[config.mk]
export PLATFORM = sky130hd
export DESIGN_NAME = wfifo_start_ctrl
export DESIGN_NICKNAME = d
export VERILOG_FILES = /design/src/rtl/wfs_pkg.sv /design/src/rtl/wfs_cfg_reg.sv /design/src/rtl/wfs_fifo.sv /design/src/rtl/wfs_start_ctl.sv /design/src/rtl/wfs_flow_err.sv /design/src/rtl/wfifo_start_ctrl.sv
export SDC_FILE = /design/constraint.sdc
export NUM_CORES = 1
export LEC_CHECK = 0
export ABC_AREA = 1
export BUFFER_PORTS_ARGS = -buffer_cell sky130_fd_sc_hd__buf_4
export CAP_MARGIN = 10
export CORE_MARGIN = 1
export CORE_UTILIZATION = 60
export DETAILED_ROUTE_END_ITERATION = 8
export PLACE_DENSITY = 0.78
export SYNTH_ARGS = -nofsm -noshare
export SYNTH_HDL_FRONTEND = slang
export SYNTH_SLANG_ARGS = --single-unit
[constraint.sdc]
create_clock -name clk -period 4.3 [get_ports clk]
set_input_delay 0 -clock clk [delete_from_list [all_inputs] [get_ports clk]]
set_output_delay 0 -clock clk [all_outputs]
set_load 0.03 [all_outputs]
[src/rtl/wfs_pkg.sv]
package wfs_pkg;
  localparam int CFG_IMM_BIT  = 0;
  localparam int CFG_ERR_BIT  = 4;
  localparam int CFG_HS_BIT   = 8;
  localparam int CFG_LAST_BIT = 12;

  typedef struct packed {
    logic last_sync;
    logic hs_sel;
    logic err_by_status;
    logic imm_start;
  } wfs_cfg_t;

  typedef enum logic [1:0] {
    LEN_HALF    = 2'd0,
    LEN_QUARTER = 2'd1,
    LEN_WHOLE   = 2'd2
  } len_class_e;
endpackage

[src/rtl/wfs_cfg_reg.sv]
module wfs_cfg_reg
  import wfs_pkg::*;
#(
  parameter int REG_W = 32
) (
  input  logic             clk,
  input  logic             rst_n,
  input  logic             wr_en,
  input  logic             wp_en,
  input  logic [REG_W-1:0] wr_data,
  output wfs_cfg_t         cfg,
  output logic [REG_W-1:0] rd_data
);
  always_ff @(posedge clk) begin
    if (!rst_n) begin
      cfg <= '0;
    end else if (wr_en && !wp_en) begin
      cfg.imm_start     <= wr_data[CFG_IMM_BIT];
      cfg.err_by_status <= wr_data[CFG_ERR_BIT];
      cfg.hs_sel        <= wr_data[CFG_HS_BIT];
      cfg.last_sync     <= wr_data[CFG_LAST_BIT];
    end
  end

  always_comb begin
    rd_data               = '0;
    rd_data[CFG_IMM_BIT]  = cfg.imm_start;
    rd_data[CFG_ERR_BIT]  = cfg.err_by_status;
    rd_data[CFG_HS_BIT]   = cfg.hs_sel;
    rd_data[CFG_LAST_BIT] = cfg.last_sync;
  end

  // a protected write leaves every field untouched
  p_wp_hold_r12: assert property (@(posedge clk) disable iff (!rst_n)
    (wr_en && wp_en) |=> $stable(cfg));

  // an open write lands the mode and policy bits from their positions
  p_cfg_load_r11: assert property (@(posedge clk) disable iff (!rst_n)
    (wr_en && !wp_en) |=> (cfg.imm_start == $past(wr_data[CFG_IMM_BIT])) &&
                          (cfg.err_by_status == $past(wr_data[CFG_ERR_BIT])));
endmodule

[src/rtl/wfs_fifo.sv]
module wfs_fifo #(
  parameter int DW    = 32,
  parameter int DEPTH = 32,
  localparam int AW   = $clog2(DEPTH),
  localparam int CW   = AW + 1
) (
  input  logic          clk,
  input  logic          rst_n,
  input  logic          wr_req,
  input  logic [DW-1:0] wr_data,
  input  logic          rd_req,
  output logic [DW-1:0] rd_data,
  output logic [CW-1:0] count,
  output logic          full,
  output logic          empty,
  output logic          wr_fire,
  output logic          rd_fire,
  output logic          ovf
);
  localparam logic [AW-1:0] LAST_PTR = AW'(DEPTH - 1);
  localparam logic [CW-1:0] FULL_CNT = CW'(DEPTH);

  logic [DW-1:0] mem [DEPTH];
  logic [AW-1:0] wr_ptr, rd_ptr;

  assign full    = (count == FULL_CNT);
  assign empty   = (count == '0);
  assign wr_fire = wr_req && !full;
  assign rd_fire = rd_req && !empty;
  assign ovf     = wr_req && full;
  assign rd_data = mem[rd_ptr];

  always_ff @(posedge clk) begin
    if (wr_fire) mem[wr_ptr] <= wr_data;
  end

  always_ff @(posedge clk) begin
    if (!rst_n) begin
      wr_ptr <= '0;
      rd_ptr <= '0;
      count  <= '0;
    end else begin
      if (wr_fire) wr_ptr <= (wr_ptr == LAST_PTR) ? '0 : wr_ptr + AW'(1);
      if (rd_fire) rd_ptr <= (rd_ptr == LAST_PTR) ? '0 : rd_ptr + AW'(1);
      case ({wr_fire, rd_fire})
        2'b10:   count <= count + CW'(1);
        2'b01:   count <= count - CW'(1);
        default: count <= count;
      endcase
    end
  end

  // a push into a full FIFO with no pull leaves the fill unchanged
  p_full_drop_r6: assert property (@(posedge clk) disable iff (!rst_n)
    (wr_req && full && !rd_req) |=> $stable(count));

  // the fill never exceeds the depth
  p_fill_bound_r6: assert property (@(posedge clk) disable iff (!rst_n)
    count <= FULL_CNT);
endmodule

[src/rtl/wfs_start_ctl.sv]
module wfs_start_ctl
  import wfs_pkg::*;
#(
  parameter int DEPTH = 32,
  parameter int LEN_W = 12,
  localparam int CW   = $clog2(DEPTH) + 1
) (
  input  logic             clk,
  input  logic             rst_n,
  input  logic             imm,
  input  logic [LEN_W-1:0] blk_len,
  input  logic             cmd_start,
  input  logic [CW-1:0]    fill,
  input  logic             wr_fire,
  input  logic             rd_fire,
  output logic             start
);
  localparam int EW = LEN_W + 2;
  localparam logic [EW-1:0] LIM_3Q    = EW'(3 * DEPTH);
  localparam logic [EW-1:0] LIM_HALF  = EW'(2 * DEPTH);
  localparam logic [CW-1:0] LVL_HALF  = CW'(DEPTH / 2);
  localparam logic [CW-1:0] LVL_QTR   = CW'(DEPTH / 4);

  logic [LEN_W-1:0] wr_total, rd_total;
  logic [EW-1:0]    len4;
  logic [LEN_W:0]   rd_next;
  len_class_e       cls;
  logic             armed, go, rd_last;

  assign len4    = EW'(blk_len) << 2;
  assign rd_next = {1'b0, rd_total} + (LEN_W+1)'(1);
  assign rd_last = rd_fire && (rd_next == {1'b0, blk_len});

  always_comb begin
    if (len4 >= LIM_3Q)        cls = LEN_HALF;
    else if (len4 >= LIM_HALF) cls = LEN_QUARTER;
    else                       cls = LEN_WHOLE;
  end

  always_comb begin
    if (imm) begin
      go = (fill != '0);
    end else begin
      case (cls)
        LEN_HALF:    go = (fill >= LVL_HALF);
        LEN_QUARTER: go = (fill >= LVL_QTR);
        default:     go = (blk_len != '0) && (wr_total >= blk_len);
      endcase
    end
  end

  always_ff @(posedge clk) begin
    if (!rst_n) begin
      armed    <= 1'b0;
      start    <= 1'b0;
      wr_total <= '0;
      rd_total <= '0;
    end else if (cmd_start) begin
      armed    <= 1'b1;
      start    <= 1'b0;
      rd_total <= '0;
      wr_total <= wr_fire ? LEN_W'(1) : '0;
    end else begin
      if (wr_fire && (wr_total != '1)) wr_total <= wr_total + LEN_W'(1);
      if (rd_fire) rd_total <= rd_total + LEN_W'(1);
      if (start && rd_last) begin
        start <= 1'b0;
        armed <= 1'b0;
      end else if (armed && !start && go) begin
        start <= 1'b1;
      end
    end
  end

  // a long block starts only from a half-full FIFO
  p_half_lvl_r1: assert property (@(posedge clk) disable iff (!rst_n)
    ($rose(start) && !$past(imm) && ($past(cls) == LEN_HALF)) |-> ($past(fill) >= LVL_HALF));

  // a medium block starts only from a quarter-full FIFO
  p_qtr_lvl_r2: assert property (@(posedge clk) disable iff (!rst_n)
    ($rose(start) && !$past(imm) && ($past(cls) == LEN_QUARTER)) |-> ($past(fill) >= LVL_QTR));

  // a short block starts only after the whole block was accepted
  p_whole_blk_r3: assert property (@(posedge clk) disable iff (!rst_n)
    ($rose(start) && !$past(imm) && ($past(cls) == LEN_WHOLE)) |-> ($past(wr_total) >= $past(blk_len)));

  // immediate mode never starts from an empty FIFO
  p_imm_data_r4: assert property (@(posedge clk) disable iff (!rst_n)
    ($rose(start) && $past(imm)) |-> ($past(fill) != '0));

  // the start holds while nothing is consumed and no command arrives
  p_start_hold_r5: assert property (@(posedge clk) disable iff (!rst_n)
    (start && !rd_fire && !cmd_start) |=> start);
endmodule

[src/rtl/wfs_flow_err.sv]
module wfs_flow_err (
  input  logic clk,
  input  logic rst_n,
  input  logic ovf,
  input  logic udf,
  input  logic cmd_start,
  input  logic stat_rd,
  input  logic err_by_status,
  output logic flag
);
  logic clr;
  assign clr = err_by_status ? stat_rd : cmd_start;

  always_ff @(posedge clk) begin
    if (!rst_n)          flag <= 1'b0;
    else if (ovf || udf) flag <= 1'b1;
    else if (clr)        flag <= 1'b0;
  end

  // a fresh error wins over any clear in the same cycle
  p_err_set_r10: assert property (@(posedge clk) disable iff (!rst_n)
    (ovf || udf) |=> flag);

  // under the command policy only a command clears the flag
  p_cmd_policy_r8: assert property (@(posedge clk) disable iff (!rst_n)
    (flag && !err_by_status && !cmd_start) |=> flag);

  // under the status policy only a status read clears the flag
  p_stat_policy_r9: assert property (@(posedge clk) disable iff (!rst_n)
    (flag && err_by_status && !stat_rd) |=> flag);
endmodule

[src/rtl/wfifo_start_ctrl.sv]
module wfifo_start_ctrl
  import wfs_pkg::*;
#(
  parameter int DW    = 32,
  parameter int DEPTH = 32,
  parameter int LEN_W = 12,
  parameter int REG_W = 32,
  localparam int CW   = $clog2(DEPTH) + 1
) (
  input  logic             clk,
  input  logic             rst_n,
  input  logic             cfg_wr_en,
  input  logic [REG_W-1:0] cfg_wr_data,
  input  logic             cfg_wp_en,
  output logic [REG_W-1:0] cfg_rd_data,
  input  logic             cmd_start,
  input  logic [LEN_W-1:0] blk_len,
  input  logic             stat_rd,
  input  logic             in_valid,
  output logic             in_ready,
  input  logic [DW-1:0]    in_data,
  output logic             out_valid,
  input  logic             out_ready,
  output logic [DW-1:0]    out_data,
  output logic             xfer_start,
  output logic             flow_err,
  output logic [CW-1:0]    fill_count
);
  wfs_cfg_t cfg;
  logic     full, empty, wr_fire, rd_fire, ovf, udf;

  wfs_cfg_reg #(.REG_W(REG_W)) u_cfg (
    .clk     (clk),
    .rst_n   (rst_n),
    .wr_en   (cfg_wr_en),
    .wp_en   (cfg_wp_en),
    .wr_data (cfg_wr_data),
    .cfg     (cfg),
    .rd_data (cfg_rd_data)
  );

  wfs_fifo #(.DW(DW), .DEPTH(DEPTH)) u_fifo (
    .clk     (clk),
    .rst_n   (rst_n),
    .wr_req  (in_valid),
    .wr_data (in_data),
    .rd_req  (out_ready && xfer_start),
    .rd_data (out_data),
    .count   (fill_count),
    .full    (full),
    .empty   (empty),
    .wr_fire (wr_fire),
    .rd_fire (rd_fire),
    .ovf     (ovf)
  );

  wfs_start_ctl #(.DEPTH(DEPTH), .LEN_W(LEN_W)) u_start (
    .clk       (clk),
    .rst_n     (rst_n),
    .imm       (cfg.imm_start),
    .blk_len   (blk_len),
    .cmd_start (cmd_start),
    .fill      (fill_count),
    .wr_fire   (wr_fire),
    .rd_fire   (rd_fire),
    .start     (xfer_start)
  );

  assign udf       = xfer_start && out_ready && empty;
  assign in_ready  = !full;
  assign out_valid = xfer_start && !empty;

  wfs_flow_err u_err (
    .clk           (clk),
    .rst_n         (rst_n),
    .ovf           (ovf),
    .udf           (udf),
    .cmd_start     (cmd_start),
    .stat_rd       (stat_rd),
    .err_by_status (cfg.err_by_status),
    .flag          (flow_err)
  );

  // a stalled card-side word stays offered and unchanged
  p_stall_r13: assert property (@(posedge clk) disable iff (!rst_n)
    (out_valid && !out_ready && !cmd_start) |=> (out_valid && $stable(out_data)));

  // pulling from an empty FIFO during a transfer raises the flag
  p_udf_flag_r7: assert property (@(posedge clk) disable iff (!rst_n)
    (xfer_start && out_ready && !out_valid) |=> flow_err);
endmodule

==> run_results.csv <==
group,metric,value,unit
cells_and_area,multi_input_comb_area,0.01026,mm2
synth,yosysSeqAreaShare,0.7309,
placed_design,place_congestion,0.8382,
sta,max_freq,279.8,MHz
clock_network,cts_tree,"yes",
sta,max-slew-margin-rel,0.2468,
sta,rsz0062_at_grt,"false",
worst_hold_path,hp-class,"primary input to flip-flop",
synth,syn_avg_cell_area,12.91,um2
placed_design,dp_hpwl,56.68,mm
sta,finalSetupViolCount,0,
sta,worst_slew_pin_slew,1123,ps
sta,drv_slew,0,
die,initial_core_util,0.6074,
routing,ant_nets,0,
routing,first_pass_iters,6,
clock_network,cts_resized,0,
clock_network,cts_buffers,104,
outcome,outcome,"finished clean",
cells_and_area,fin_nets,3586,
critical_path,critPathKind,"flip-flop to output pin",
synth,yosys.area.top_type,"edfxtp_1",
clock_network,htree_num_levels,3,
critical_path,worstSetupStartpointType,"flip-flop",
cells_and_area,diodes,0,
global_routing,grt_max_degree,185,
die,row_count,98,
clock_network,cts_setup_buffers,0,
cells_and_area,area_growth,12.61,%
critical_path,cpMaxStageDelayCell,"dfxtp_4",
synth,synth_cells,3370,
placed_design,io_buffers,101,
cells_and_area,layout-drive-gt1-share,0.1034,
clock_network,cts_root_buffer,"clkbuf_16",
critical_path,critPathArrivalTime,3570,ps
cells_and_area,stdcell_count,4510,
critical_path,worst-path-max-fanout,95,
synth,async_flop_share,0,
synth,ys_types,41,
sta,fin_skew,16.49,ps
synth,synthTopCellsByArea,"edfxtp_1 71%, o21ai_0 6.0%, nor2_1 5.7%, o221ai_1 4.0%, dfxtp_1 2.4%",
critical_path,required,4300,ps
synth,synth.most_common_cell,"edfxtp_1",
clock_network,insertion_delay,660,ps
sta,timing.final.crit_share,0.8311,
power,vdd_drop_max,391.9,uV
sta,setup_tns,0,ps
routing,avgRoutedWirePerCell,24.60,um
job,max_cap_viol_count,0,
sta,hold_viol_final,0,
global_routing,grt-ovfl-total,0,
synth,ys_warn_count,0,
routing,vias,29254,
critical_path,path_cells,"buf_12 > buf_12 > o21ai_0 > o22ai_1 > o21ai_0 > o21ai_1 > nor2_1 > a21oi_1 > buf_4",
synth,synth_seq_cells,1076,
cells_and_area,regArea,0.03181,mm2
global_routing,antenna_found_initial,2,
clock_network,clkTransAtPathRegs,60,ps
global_routing,grtUsageTotal,0.2985,
die,ioPinCount,158,
die,dieArea,0.07357,mm2
die,die_w,271.2,um
routing,viasPerCell,6.486,
routing,drt-total-wl,110.9,mm
synth,synth_top_cell_area_share,0.7070,
routing,post-route-drc-count,0,
cells_and_area,fill_cells,4790,
critical_path,crit_family,"compound AO/OA/AOI/OAI gates",
power,p_leak,16.23,nW
die,dieHeight,271.2,um
synth,ys_top_cells_by_count,"1024 x edfxtp_1, 666 x nor2_1, 519 x o21ai_0",
synth,synth_edf_count,1024,
power,power_density,432.3,mW/mm2
global_routing,grt_pass1_wl,165.6,mm
sta,finalCriticalPeriod,3574,ps
clock_network,cts_buffer_depth,3,
clock_network,clock-sinks,1076,
die,coreArea,0.07161,mm2
critical_path,cp.buffers_inverters,3,
synth,synth_area,0.04349,mm2
critical_path,endpoint_kind,"output pin",
global_routing,first_global_vias,28186,
critical_path,critPathMaxStageDelay,810,ps
synth,synth_top_flop_cell,"edfxtp_1",
routing,drtIter0Drc,3752,
placed_design,place_inst,4261,
## registers in the layout, indices dropped and copies added, names as in the netlist, named ones only
| name | cells |
|---|---|
| u_start.armed | 1 |
| u_fifo.wr_ptr | 5 |
| u_start.wr_total | 12 |
| u_start.rd_total | 12 |
| u_start.start | 1 |
| u_fifo.rd_ptr | 5 |
| u_cfg.cfg | 4 |
| u_fifo.mem | 1024 |
| u_fifo.count | 6 |
| u_err.flag | 1 |
## worst register-to-register path, stage by stage (launching register included)
cell and delay, ps:
dfxtp_1 480, nand2_1 140, nor2_2 250, nand3_1 180
nand2_1 110, nand2_1 50, nand2_1 50, nand3_1 60
dlygate4sd3_1 550, nor2_1 90, dlygate4sd3_1 550, nand2_1 60
dlygate4sd3_1 590, nand2_1 70, a21oi_1 50
## through the flow
step           setup WS (ps)  utilization  hold slack [ps]  area [um2]  power (mW)
2_1_floorplan          452.9            -            78.51       43590       12.24
6_report               726.3       0.6840            253.6       48980       21.17
4_1_cts                705.5       0.6840            214.4       48980       21.19
3_5_place_dp            1335       0.6307            221.4       45160       12.61
5_1_grt                552.2       0.6840            262.3       48980       21.64
3_3_place_gp            1381       0.6307            221.3       45160       12.59
## cell type report
type | count | share of cell area
tap | 950 | 0.02427
multi-input combinational | 1982 | 0.2095
timing repair buffer | 230 | 0.04409
inverter | 81 | 0.006719
sequential | 1076 | 0.6494
clock inverter | 59 | 0.01035
clock buffer | 132 | 0.05569
## cell usage in the layout, fill, tap and decap left out, types with 26 or more instances in the layout
| cell | instances |
|---|---|
| a21oi_1 | 56 |
| a31oi_1 | 32 |
| buf_4 | 149 |
| clkbuf_1 | 26 |
| clkbuf_16 | 104 |
| conb_1 | 28 |
| dfxtp_1 | 47 |
| dlygate4sd3_1 | 58 |
| edfxtp_1 | 1024 |
| ha_1 | 26 |
| inv_1 | 74 |
| nand2_1 | 151 |
| nand3_1 | 116 |
| nor2_1 | 638 |
| nor2_4 | 31 |
| o21ai_0 | 519 |
| o21ai_1 | 78 |
| o221ai_1 | 199 |
| o22ai_1 | 58 |
## path summary, 6_finish.rpt
| check | from | endpoint | slack [ps] | cells after the start |
|---|---|---|---|---|
| max reg2reg | u_start.rd_total[5] | u_start.armed | 880 | 14 |
| min | rst_n | u_fifo.count[5] | 250 | 4 |
| min reg2reg | u_start.armed | u_start.armed | 490 | 2 |
| max | flip-flop | out_data[26] | 730 | 9 |
## kinds of logic after synthesis
logic type	after synthesis	share of synthesized area
other	1	0.00008622
DFF	1076	0.7309
and+or+nand+nor	973	0.08978
xor gates and xnor gates	6	0.001208
adders and majority gates	27	0.007940
buffers and inverters	339	0.04082
AOI/OAI and AO/OA	948	0.1292
## report_power, final
group | switching, mW | internal (mW) | total (mW)
registers | 0.0336 | 11.5 | 11.6
logic | 0.625 | 0.249 | 0.873
clock network | 3.81 | 4.91 | 8.72
## repair_timing
| action | CTS | global route |
|---|---|---|
| endpoints found under the setup margin | 0 | 0 |
| endpoints found under the hold margin | 1076 | 0 |
| hold buffers | 58 | 0 |
## layer usage
layer  GRT usage  routed length, um  vias to the layer above  part of all wire
met4      0.1431               5149                        2             0.046
met1      0.4025              40860                    14109              0.37
met3     0.05060              12330                      336              0.11
met2      0.4772              52580                     2039              0.47
li1            -                  -                    12768                 -
met5           0                 13                        -           0.00012
(Power assumes the default switching activity.)
